<file path="config.mk">
export PLATFORM = sky130hd
export DESIGN_NAME = rx_detect_ctrl
export DESIGN_NICKNAME = d
export VERILOG_FILES = /design/src/rtl/rxd_pkg.sv /design/src/rtl/rxd_us_tick.sv /design/src/rtl/rxd_restart_ctl.sv /design/src/rtl/rxd_probe_fsm.sv /design/src/rtl/rx_detect_ctrl.sv
export SDC_FILE = /design/constraint.sdc
export NUM_CORES = 1
export LEC_CHECK = 0
export ABC_AREA = 1
export BUFFER_PORTS_ARGS = -buffer_cell sky130_fd_sc_hd__clkbuf_2
export CORE_AREA = 2 2 68 70
export CTS_CLUSTER_DIAMETER = 80
export DETAILED_ROUTE_END_ITERATION = 6
export DIE_AREA = 0 0 70 72
export PLACE_DENSITY = 0.85
export SYNTH_ARGS = -nofsm -noshare
export SYNTH_HDL_FRONTEND = slang
export SYNTH_SLANG_ARGS = --single-unit
export TNS_END_PERCENT = 20
</file>
<file path="constraint.sdc">
create_clock -name clk_i -period 3.05 [get_ports clk_i]
set_input_delay 0.305 -clock clk_i [delete_from_list [all_inputs] [get_ports clk_i]]
set_output_delay 0.305 -clock clk_i [all_outputs]
set_load 0.05 [all_outputs]
</file>
<file path="src/rtl/rxd_pkg.sv">
package rxd_pkg;
  typedef enum logic [1:0] {
    MODE_MAN_HIZ  = 2'b00,
    MODE_AUTO_WIN = 2'b01,
    MODE_AUTO_INF = 2'b10,
    MODE_MAN_TERM = 2'b11
  } rxd_mode_e;

  typedef enum logic [1:0] {
    ST_IDLE,
    ST_SEARCH,
    ST_FOUND,
    ST_EXPIRED
  } rxd_state_e;

  function automatic logic mode_is_auto(input logic [1:0] m);
    return m[1] ^ m[0];
  endfunction
endpackage

</file>
<file path="src/rtl/rxd_us_tick.sv">
module rxd_us_tick #(
  parameter int unsigned CYC_PER_US = 100
) (
  input  logic clk_i,
  input  logic rst_ni,
  output logic tick_o
);
  generate
    if (CYC_PER_US <= 1) begin : g_direct
      assign tick_o = 1'b1;
    end else begin : g_div
      localparam int unsigned DW = $clog2(CYC_PER_US);
      logic [DW-1:0] div_q;
      always_ff @(posedge clk_i or negedge rst_ni) begin
        if (!rst_ni) div_q <= '0;
        else if (div_q == DW'(CYC_PER_US - 1)) div_q <= '0;
        else div_q <= div_q + 1'b1;
      end
      assign tick_o = (div_q == DW'(CYC_PER_US - 1));
    end
  endgenerate
endmodule

</file>
<file path="src/rtl/rxd_restart_ctl.sv">
module rxd_restart_ctl #(
  parameter int unsigned PWDN_RST_CYC = 500
) (
  input  logic       clk_i,
  input  logic       rst_ni,
  input  logic [1:0] mode_i,
  input  logic       pwdn_i,
  input  logic       sw_override_i,
  input  logic       sw_present_i,
  output logic       restart_o
);
  localparam int unsigned CW = $clog2(PWDN_RST_CYC + 1);

  logic [CW-1:0] pw_cnt_q;
  logic          init_q;
  logic          pres_q;
  logic [1:0]    mode_q;
  logic          pwdn_fire, soft_fire, mode_fire;

  always_ff @(posedge clk_i or negedge rst_ni) begin
    if (!rst_ni) begin
      pw_cnt_q <= '0;
      init_q   <= 1'b1;
      pres_q   <= 1'b0;
      mode_q   <= 2'b00;
    end else begin
      init_q <= 1'b0;
      pres_q <= sw_present_i;
      mode_q <= mode_i;
      if (!pwdn_i) pw_cnt_q <= '0;
      else if (pw_cnt_q != CW'(PWDN_RST_CYC)) pw_cnt_q <= pw_cnt_q + 1'b1;
    end
  end

  // fires once, on the qualifying edge of a long enough power-down
  assign pwdn_fire = pwdn_i && (pw_cnt_q == CW'(PWDN_RST_CYC - 1));
  assign soft_fire = sw_override_i && (sw_present_i != pres_q);
  assign mode_fire = (mode_i != mode_q);
  assign restart_o = init_q | pwdn_fire | soft_fire | mode_fire;
endmodule

</file>
<file path="src/rtl/rxd_probe_fsm.sv">
module rxd_probe_fsm
  import rxd_pkg::*;
#(
  parameter int unsigned PROBE_PERIOD_US = 12000,
  parameter int unsigned PROBE_SLOTS     = 50
) (
  input  logic       clk_i,
  input  logic       rst_ni,
  input  logic       tick_i,
  input  logic       hold_i,
  input  logic       restart_i,
  input  logic [1:0] mode_i,
  input  logic       rx_present_i,
  output logic       probe_q_o,
  output rxd_state_e state_o
);
  localparam int unsigned UW = $clog2(PROBE_PERIOD_US);
  localparam int unsigned SW = $clog2(PROBE_SLOTS);

  rxd_state_e    state_q;
  logic [UW-1:0] us_cnt_q;
  logic [SW-1:0] slot_q;
  logic          probe_q;
  logic          wrap;

  assign wrap = tick_i && (us_cnt_q == UW'(PROBE_PERIOD_US - 1));

  always_ff @(posedge clk_i or negedge rst_ni) begin
    if (!rst_ni) begin
      state_q  <= ST_IDLE;
      us_cnt_q <= '0;
      slot_q   <= '0;
      probe_q  <= 1'b0;
    end else if (restart_i) begin
      state_q  <= mode_is_auto(mode_i) ? ST_SEARCH : ST_IDLE;
      us_cnt_q <= '0;
      slot_q   <= '0;
      probe_q  <= 1'b0;
    end else if (!hold_i) begin
      probe_q <= 1'b0;
      if (state_q == ST_SEARCH) begin
        if (tick_i) us_cnt_q <= wrap ? '0 : us_cnt_q + 1'b1;
        if (probe_q) begin
          if (rx_present_i) begin
            state_q <= ST_FOUND;
          end else if (mode_i == MODE_AUTO_WIN &&
                       slot_q == SW'(PROBE_SLOTS - 1)) begin
            state_q <= ST_EXPIRED;
          end else begin
            slot_q <= slot_q + 1'b1;
            probe_q <= wrap;
          end
        end else begin
          probe_q <= wrap;
        end
      end
    end
  end

  assign probe_q_o = probe_q;
  assign state_o   = state_q;
endmodule

</file>
<file path="src/rtl/rx_detect_ctrl.sv">
module rx_detect_ctrl
  import rxd_pkg::*;
#(
  parameter int unsigned CLK_FREQ_HZ     = 100_000_000,
  parameter int unsigned PROBE_PERIOD_US = 12_000,
  parameter int unsigned PROBE_SLOTS     = 50,
  parameter int unsigned PWDN_RESET_US   = 5
) (
  input  logic       clk_i,
  input  logic       rst_ni,
  input  logic [1:0] mode_i,
  input  logic       pwdn_i,
  input  logic       rx_present_i,
  input  logic       sw_override_i,
  input  logic       sw_present_i,
  output logic       probe_o,
  output logic       term_50_o,
  output logic       drv_en_o,
  output logic       detected_o
);
  localparam int unsigned CYC_PER_US   = CLK_FREQ_HZ / 1_000_000;
  localparam int unsigned PWDN_RST_CYC = PWDN_RESET_US * CYC_PER_US;

  logic       tick;
  logic       restart;
  logic       probe_q;
  rxd_state_e state;
  logic       found;

  rxd_us_tick #(.CYC_PER_US(CYC_PER_US)) u_tick (
    .clk_i (clk_i),
    .rst_ni(rst_ni),
    .tick_o(tick)
  );

  rxd_restart_ctl #(.PWDN_RST_CYC(PWDN_RST_CYC)) u_restart (
    .clk_i        (clk_i),
    .rst_ni       (rst_ni),
    .mode_i       (mode_i),
    .pwdn_i       (pwdn_i),
    .sw_override_i(sw_override_i),
    .sw_present_i (sw_present_i),
    .restart_o    (restart)
  );

  rxd_probe_fsm #(
    .PROBE_PERIOD_US(PROBE_PERIOD_US),
    .PROBE_SLOTS    (PROBE_SLOTS)
  ) u_fsm (
    .clk_i       (clk_i),
    .rst_ni      (rst_ni),
    .tick_i      (tick),
    .hold_i      (pwdn_i),
    .restart_i   (restart),
    .mode_i      (mode_i),
    .rx_present_i(rx_present_i),
    .probe_q_o   (probe_q),
    .state_o     (state)
  );

  // a pending restart masks stale state in the same cycle
  assign found      = (state == ST_FOUND) && !restart;
  assign probe_o    = probe_q && !pwdn_i && !restart;
  assign detected_o = found;
  assign drv_en_o   = !pwdn_i;
  assign term_50_o  = !pwdn_i &&
                      ((mode_i == MODE_MAN_TERM) || (mode_is_auto(mode_i) && found));
endmodule

</file>
; ---- Word level (Yosys, flattened, before mapping)
; Index checks and enable logic that the tools add are counted.
[classes]
reduce_logical = 19
muxes = 27
bitwise_logic = 4
eq_ne = 15
n_addsub = 4
[op_table]
columns = op, count
row1 = 2-to-1 mux 14 bit, 5
row2 = 2-to-1 mux 6 bit, 6
row3 = 2-to-1 mux 9 bit, 2
row4 = "adder 14 x 1 -> 14 bit, second input constant", 1
row5 = "equality test 14 bit, second input constant", 1
row6 = 2-to-1 mux 2 bit, 6
row7 = "adder 9 x 1 -> 9 bit, second input constant", 1
row8 = "equality test 9 bit, second input constant", 1
row9 = logical AND 1 bit, 9
row10 = "!= test 9 bit, second input constant", 1
row11 = "adder 7 x 1 -> 7 bit, second input constant", 1
row12 = "equality test 7 bit, second input constant", 1
row13 = 2-to-1 mux 1 bit, 7
row14 = 2-to-1 mux 7 bit, 1
row15 = "adder 6 x 1 -> 6 bit, second input constant", 1
row16 = "equality test 6 bit, second input constant", 1
row17 = "!= test 2 x 1 -> 1 bit, second input constant", 3
row18 = nonzero test 2 bit, 3
row19 = AND reduction 5 bit, 1
row20 = "equality test 2 x 1 -> 1 bit, second input constant", 2
row21 = "equality test 2 bit, second input constant", 2
row22 = AND reduction 4 bit, 1
row23 = bitwise OR 1 bit, 3
row24 = AND reduction 3 bit, 1
row25 = 7 further kinds, 8
[word_totals]
register_bits = 43
out_inout_bits = 4
wordCells = 78
in_bits = 8

; ---- Longest topological paths before layout
; Gate-level depths: netlist of run 1.
[logic_depth]
depth_word = 10
mapped_depth = 11
depth_no_buf = 10

; ---- Modules after synthesis
; Synthesis of run 1 repeated with hierarchy kept, for this count alone.
[hier_totals]
hier_cells = 364
hier_area_um2 = 2692.6
[by_module_without_submodules]
columns = module, area_each_um2, seq_area_each_um2, n_inst, cells_each
row1 = rxd_probe_fsm, 1592.8, 575.6, 1, 227
row2 = rxd_restart_ctl, 685.7, 326.6, 1, 86
row3 = rxd_us_tick, 361.6, 175.2, 1, 42
row4 = rx_detect_ctrl, 52.6, 0.0, 1, 9

; ---- Least setup slack after synthesis of run 1
; OpenSTA, ideal clock, no wires.
[synth_timing]
kind = register to output
from = register u_restart.pw_cnt_q[0]
to = output detected_o
arrival_ns = 2.260
slack_ns = 0.485
t_required_ns = 2.745
path_stages_with_launch = 10
n_path_buf = 1
path_cell_list = dfrtp_1 -> ha_1 -> inv_1 -> nor2_1 -> nand3_1 -> nand2_1 -> nor2_4 -> buf_4 -> inv_1 -> nor3_1
[synth_via]
elab_chain_len = 7
[synth_lines]
columns = item, line_no
row1 = "start, declared", rxd_restart_ctl.sv:14  ; logic [CW-1:0] pw_cnt_q;
row2 = "start signal, assigned", rxd_restart_ctl.sv:31  ; else if (pw_cnt_q != CW'(PWDN_RST_CYC)) pw_cnt_q <= pw_cnt_q + 1'b1;
row3 = equality test 9 bit, rxd_restart_ctl.sv:36  ; assign pwdn_fire = pwdn_i && (pw_cnt_q == CW'(PWDN_RST_CYC - 1));
row4 = logical AND 1 bit, rxd_restart_ctl.sv:36
row5 = bitwise OR 1 bit (3 in series), rxd_restart_ctl.sv:39  ; assign restart_o = init_q | pwdn_fire | soft_fire | mode_fire;
row6 = logical NOT 1 bit, rx_detect_ctrl.sv:62  ; assign found = (state == ST_FOUND) && !restart;
row7 = logical AND 1 bit, rx_detect_ctrl.sv:62
row8 = "end, declared", rx_detect_ctrl.sv:19  ; output logic detected_o
; Every way passes these cells.

; ---- Worst setup path in the final report of run 1
[layout_timing]
from = register u_restart.pw_cnt_q[1]
to = output detected_o
; The elaborated chain is that of the path after synthesis.

==> impl_metrics.py, run 1 <==
metrics = {
    "outcome": {
        "outcome": "finished clean",
    },
    "layout": {
        "drive_gt1_share_pct": 8.857,
        "seqCellArea_mm2": 0.001077,
        "utilization_pct": 63.44,
        "area_growth_syn_to_layout_pct": 8.100,
        "multiInputGateArea_mm2": 0.001210,
        "layout.nets": 365,
        "insertedDiodeCount": 0,
        "num-fill-cells": 378,
    },
    "place": {
        "io_buffer_count": 11,
        "place.gp.congestion": 0.9092,
        "dp_hpwl_mm": 3.457,
        "pre_cts_slack_ps": 883.8,
    },
    "critical_path": {
        "start_kind": "flop",
        "path_cells": "ha_1 -> inv_1 -> nor2_1 -> nand3_1 -> nand2_1 -> nor2_4 -> buf_4 -> inv_1 -> nor3_1 -> clkbuf_2",
        "cp_num_buf_inv": 4,
        "slowest_stage": "dfrtp_1",
        "critPathMostFrequentCell": "inv_1",
        "arrival_ps": 2220,
        "slowest_delay_ps": 410,
        "cp_max_fo": 24,
        "crit_type": "flop to primary output",
        "cp.required_ps": 2740,
        "path_delay_family": "buffers and inverters",
        "worstSetupEndpointType": "primary output",
    },
    "sta": {
        "setup-tns-final_ps": 0,
        "max_slew_margin_pct": 30.83,
        "fin_crit_sh_pct": 82.71,
        "worstMarginPinSlew_ps": 1038,
        "finalWorstSetupSlack_ps": 527.4,
        "hold_violations": 0,
        "skew_ps": 9.838,
        "slew_viol_final": 0,
        "period_needed_ps": 2523,
        "rsz0062_at_grt": "false",
        "setup_viol": 0,
        "fmax_mhz": 396.4,
    },
    "clocking": {
        "cts_resized": 0,
        "cts_max_path_buffers": 2,
        "cts_root_buf": "clkbuf_8",
        "clock_sinks": 43,
        "cts_tree": "done",
        "cts_buffers": 5,
        "clkTransAtPathRegs_ps": 90,
        "insertion_delay_ps": 310,
        "post-cts-setup-buffer-count": 0,
        "postCtsHoldBufs": 0,
        "htreeDepth": 2,
    },
    "power": {
        "clkPwrFrac_pct": 41.3,
        "power_frac_seq_pct": 52.7,
        "vdd_ir_drop_max_mv": 0.3665,
        "p_sw_w": 0.0002633,
        "power_density_mw_per_mm2": 408.9,
        "total_power_w": 0.001106,
        "pwr-share-comb_pct": 6.0,
        "p_leak_nw": 1.225,
        "netSwitchingFraction_pct": 23.80,
        "p_int_w": 0.0008428,
    },
    "synthesis": {
        "synth_edf_count": 0,
        "synth_nets": 352,
        "syn_area_per_cell_um2": 7.448,
        "synth-async-reset-ratio_pct": 100.0,
        "ys_ff_latch": 43,
        "synth_top_area_cell": "dfrtp_1",
        "seq_area_frac_synth_pct": 43.05,
        "synth.area.top_cells": "dfrtp_1 (42%), nand2_1 (12%), nor2_1 (6.6%)",
        "ys_types": 30,
        "syn_area_mm2": 0.002502,
        "netlist_instances": 336,
        "ys.flop_type": "dfrtp_1",
        "netlist.area_leader.share_pct": 42.00,
        "yosys_warnings": 0,
    },
    "drt": {
        "routed_wl_mm": 4.845,
        "wire_per_inst_um": 12.05,
        "drcViolationCount": 0,
        "vias": 2182,
        "drtIter0Drc": 171,
        "final_antenna_net_count": 0,
        "dr.pass1.iters": 4,
        "via_per_inst": 5.428,
    },
    "floorplanning": {
        "io_pins": 12,
        "die-height_um": 72,
        "fp.dieW_um": 70,
        "core_area_mm2": 0.004264,
        "start_util_pct": 58.69,
        "dieArea_mm2": 0.005040,
        "rows": 24,
    },
    "global_routing": {
        "grt_antenna_before_repair": 0,
        "grt_max_degree": 44,
        "grt_pass1_wl_mm": 9.025,
        "grt_overflow": 0,
        "grt_pass1_vias": 2105,
        "globalRouteTotalUtil_pct": 22.41,
    },
    "hold_path": {
        "hp-class": "primary input to flop",
    },
    "run": {
        "drv_cap": 0,
    },
}
[area by class of cell]
cell class              instances  share of cell area [%]
inverters                      46                   6.429
clock buffers                   5                   2.544
flip-flops and latches         43                   39.82
clock inverters                 3                   1.758
repair buffers                 12                   2.313
multi-input cells             241                   44.73
well taps                      52                   2.405
[cells by family after synthesis]
family	synth area share, %
other	0.1499
xor gates and xnor gates	2.800
and+or+nand+nor	33.70
DFF	43.05
buffers and inverters	8.599
AOI/OAI and AO/OA	7.701
adders and majority gates	4.000
[per-layer routing]
layer  vias up  GRT usage, %  routed length (um)
met5         -             0                   0
met4         0         10.90                 126
met3        12         4.722                 170
met2        30         36.72                2316
met1      1026         28.58                2231
li1       1114             -                   -
[state kept, by name, summed over array words and instances (netlist names)]
register,cells
u_restart.init_q,1
u_restart.mode_q,2
u_fsm.slot_q,6
u_fsm.state_o,2
u_tick.g_div.div_q,7
u_fsm.probe_q_o,1
u_restart.pres_q,1
u_restart.pw_cnt_q,9
u_fsm.us_cnt_q,14
[synth_stat cells (2+ instances only)]
| cell | count |
|---|---|
| nand2_4 | 2 |
| nand2_1 | 81 |
| o21ai_0 | 12 |
| nor2_1 | 44 |
| ha_1 | 8 |
| nand3_1 | 31 |
| nand4_1 | 8 |
| inv_2 | 2 |
| xor2_1 | 8 |
| a31oi_1 | 6 |
| a21oi_1 | 12 |
| buf_4 | 2 |
| o21ai_1 | 4 |
| dfrtp_1 | 42 |
| nand3b_1 | 2 |
| nor2_4 | 2 |
| nor3_1 | 12 |
| inv_1 | 43 |
| or2_2 | 2 |
| buf_2 | 3 |
[layout by cell type, fill, tap and decap left out, types with 2 or more instances in the layout]
| cell | Yosys | routed |
|---|---|---|
| a21oi_1 | 12 | 12 |
| a31oi_1 | 6 | 6 |
| clkbuf_2 | 0 | 11 |
| clkbuf_8 | 0 | 5 |
| dfrtp_1 | 42 | 42 |
| ha_1 | 8 | 8 |
| inv_1 | 43 | 43 |
| inv_2 | 2 | 2 |
| nand2_1 | 81 | 81 |
| nand2_4 | 2 | 2 |
| nand3_1 | 31 | 31 |
| nand3b_1 | 2 | 2 |
| nand4_1 | 8 | 8 |
| nor2_1 | 44 | 44 |
| nor2_4 | 2 | 2 |
| nor3_1 | 12 | 12 |
| o21ai_0 | 12 | 12 |
| o21ai_1 | 4 | 4 |
| or2_2 | 2 | 2 |
| xor2_1 | 8 | 8 |
[final timing paths]
| path | start | end | slack, ps | cells past startpoint |
|---|---|---|---|---|
| max | u_restart.pw_cnt_q[1]$_DFFE_PN0P_ | detected_o | 530 | 10 |
| min | sw_present_i | u_restart.pres_q$_DFF_PN0_ | 120 | 1 |
| max reg2reg | u_fsm.slot_q[0]$_DFFE_PN0P_ | u_fsm.slot_q[5]$_DFFE_PN0P_ | 1130 | 7 |
| min reg2reg | u_tick.g_div.div_q[0]$_DFF_PN0_ | u_tick.g_div.div_q[0]$_DFF_PN0_ | 470 | 1 |
| max in group asynchronous | rst_ni | u_fsm.us_cnt_q[11]$_DFFE_PN0P_ | 2240 | 1 |
| min in group asynchronous | rst_ni | u_restart.pw_cnt_q[3]$_DFFE_PN0P_ | 150 | 1 |
[per-stage QoR]
stage,cell area [um2],cells,hold WS (ps)
after detailed placement,2589,394,441.3
after global placement,2589,394,436.7
final,2705,402,122.6
after CTS,2705,402,116.7
after global routing,2705,402,118.3
after floorplan,2502,336,9.409
[power groups by stage]
stage | combinational [W] | clock, W | sequential, W
final | 0.0000660 | 0.000457 | 0.000583
after global routing | 0.0000774 | 0.000492 | 0.000584
after CTS | 0.0000671 | 0.000468 | 0.000583
after detailed placement | 0.0000664 | 0 | 0.000594
after global placement | 0.0000653 | 0 | 0.000594
after floorplan | 0.0000425 | 0 | 0.000593
No activity file was read; power rests on OpenSTA's default activity.
==> run 2: changes to the inputs <==
--- a/config.mk
+++ b/config.mk
@@ -7,11 +7,11 @@
 export LEC_CHECK = 0
 export ABC_AREA = 1
 export BUFFER_PORTS_ARGS = -buffer_cell sky130_fd_sc_hd__clkbuf_2
-export CORE_AREA = 2 2 68 70
+export CORE_AREA = 2 2 71 73
 export CTS_CLUSTER_DIAMETER = 80
 export DETAILED_ROUTE_END_ITERATION = 6
-export DIE_AREA = 0 0 70 72
-export PLACE_DENSITY = 0.85
+export DIE_AREA = 0 0 73 75
+export PLACE_DENSITY = 0.83
 export SYNTH_ARGS = -nofsm -noshare
 export SYNTH_HDL_FRONTEND = slang
 export SYNTH_SLANG_ARGS = --single-unit
==> constraint.sdc (replaced) <==
create_clock -name clk_i -period 2.11 [get_ports clk_i]
set_input_delay 0.211 -clock clk_i [delete_from_list [all_inputs] [get_ports clk_i]]
set_output_delay 0.211 -clock clk_i [all_outputs]
set_load 0.05 [all_outputs]
==> run 2 against run 1 <==
Net effect: count of clock-buffer cells in the layout up 2; combinational power up 55%; clock skew down 4.3 ps; setup slack worse by 440 ps; wire length up 1.3%; power up 39%; non-clock buffer count up 5; sequential share of layout area down 0.55 points; sequential power up 45%; largest power group unchanged.
==> impl_metrics.py, run 2 (synthesis results as in run 1) <==
metrics = {
    "critical_path": {
        "rr_worst_depth": 11,
        "r2r-start": "u_restart.pw_cnt_q[1]$_DFFE_PN0P_",
        "worstSetupEndpointType": "primary output",
        "r2r_end": "u_fsm.us_cnt_q[3]$_DFFE_PN0P_",
        "cp_max_fo": 5,
        "arrival_ps": 1820,
        "crit_type": "flop to primary output",
        "ff2ff_setup_slack_ps": 320,
        "startpoint": "u_restart.pw_cnt_q[1]$_DFFE_PN0P_",
        "cp.required_ps": 1900,
        "start_kind": "flop",
    },
    "power": {
        "vdd_ir_drop_max_mv": 0.3576,
        "total_power_w": 0.001536,
        "netSwitchingFraction_pct": 24.29,
        "p_leak_nw": 1.243,
        "pwr-share-comb_pct": 6.6,
        "power_density_mw_per_mm2": 559.9,
        "clkPwrFrac_pct": 38.5,
        "power_frac_seq_pct": 54.9,
        "p_int_w": 0.001163,
        "p_sw_w": 0.0003730,
    },
    "floorplanning": {
        "fp.dieW_um": 73,
        "rows": 25,
        "io_pins": 12,
        "start_util_pct": 53.69,
        "die-height_um": 75,
        "dieArea_mm2": 0.005475,
        "core_area_mm2": 0.004661,
    },
    "sta": {
        "skew_ps": 5.548,
        "hold_violations": 0,
        "slew_viol_final": 0,
        "rsz0062_at_grt": "true",
        "fin_crit_sh_pct": 96.05,
        "worstMarginPinSlew_ps": 630.7,
        "setup_viol": 0,
        "fmax_mhz": 493.4,
        "period_needed_ps": 2027,
        "max_slew_margin_pct": 57.96,
    },
    "layout": {
        "utilization_pct": 58.85,
        "area_growth_syn_to_layout_pct": 9.600,
        "largest_register_ffs": 14,
        "drive_gt1_share_pct": 9.859,
        "fin_cells": 409,
        "layout.nets": 370,
        "reg.largest.list": "u_fsm.us_cnt_q: 14 flops, u_restart.pw_cnt_q: 9 flops, u_tick.g_div.div_q: 7 flops",
        "regMostFlops": "u_fsm.us_cnt_q",
        "final_common_cell": "nand2_1",
        "insertedDiodeCount": 0,
        "most-common-layout-cells": "nand2_1 (81), nor2_1 (44), inv_1 (43)",
    },
    "global_routing": {
        "grt_pass1_wl_mm": 8.928,
        "globalRouteTotalUtil_pct": 20.75,
        "grt_overflow": 0,
        "grt_antenna_before_repair": 0,
        "grt_max_degree": 26,
        "grt_pass1_vias": 2163,
    },
    "clocking": {
        "post-cts-setup-buffer-count": 0,
        "cts_max_path_buffers": 2,
        "htreeDepth": 2,
        "clock_sinks": 43,
        "clkTransAtPathRegs_ps": 80,
        "insertion_delay_ps": 300,
        "cts_root_buf": "clkbuf_8",
        "cts_buffers": 5,
        "cts_tree": "done",
    },
    "hold_path": {
        "min-delay-start": "sw_present_i",
        "whs_path_depth": 1,
        "holdPathEnd": "u_restart.pres_q$_DFF_PN0_",
        "hp-class": "primary input to flop",
    },
    "run": {
        "drv_cap": 0,
    },
    "place": {
        "place.gp.congestion": 0.9479,
        "dp_cells": 400,
        "io_buffer_count": 11,
        "dp_hpwl_mm": 3.640,
    },
    "drt": {
        "wire_per_inst_um": 12.00,
        "drtIter0Drc": 87,
        "via_per_inst": 5.298,
        "dr.pass1.iters": 4,
        "vias": 2167,
        "drcViolationCount": 0,
        "final_antenna_net_count": 0,
        "routed_wl_mm": 4.910,
    },
    "outcome": {
        "outcome": "finished clean",
    },
}
==> run 2: layout make-up <==
cell class | instances | area (um2)
fill | 401 | 1918
multi-input combinational | 241 | 1210
sequential | 43 | 1077
inverter | 46 | 173.9
timing repair buffer | 17 | 110.1
clock buffer | 7 | 96.34
tap | 54 | 67.56
clock inverter | 1 | 7.507
==> run 2: what timing repair did <==
item | CTS | global route
hold endpoints to repair | 22 | 0
endpoints found under the setup margin | 0 | 3
gates resized for setup | 0 | 9
hold buffers | 1 | 0
==> run 2: worst max-delay path, cell delays in order (launching register included) <==
cell     delay (ps)
dfrtp_1         400
ha_1            220
inv_1            60
nor2_1           30
nand3_1          80
nand2_1          80
nor2_4          110
inv_1           100
nor3_1          180
buf_4           240
==> run 2: how the worst max path moves through the flow <==
| stage | endpoint | slack [ps] |
|---|---|---|
| floorplan | detected_o | -360 |
| global placement | detected_o | 370 |
| detailed placement | u_fsm.us_cnt_q[3]$_DFFE_PN0P_ | 360 |
| CTS | probe_o | 30 |
| global route | probe_o | -110 |
| finish | probe_o | 80 |
==> run 2: per-stage QoR <==
stage	hold slack [ps]	instance area (um2)	setup TNS [ps]	setup slack, ps
5_1_grt	46.63	2743	-161.8	-109.7
3_3_place_gp	251.2	2621	0	365.7
4_1_cts	37.91	2735	0	30.70
3_5_place_dp	262.5	2621	0	358.2
6_report	45.98	2743	0	83.31
2_1_floorplan	-84.59	2502	-795.0	-360.8
==> run 2: power groups by stage <==
stage | registers (W) | clock network [W] | logic (W)
final | 0.000843 | 0.000591 | 0.000102
after global placement | 0.000858 | 0 | 0.0000979
after detailed placement | 0.000859 | 0 | 0.000101
after global routing | 0.000845 | 0.000632 | 0.000119
after CTS | 0.000843 | 0.000601 | 0.000103
after floorplan | 0.000858 | 0 | 0.0000614
==> run 2: metal layers <==
layer | GRT usage [%] | vias up | share of wire (%)
li1 | - | 1115 | -
met3 | 3.347 | 8 | 3.1
met1 | 26.49 | 1005 | 47
met5 | 0 | - | 0
met2 | 34.53 | 39 | 48
met4 | 10.08 | 0 | 1.7
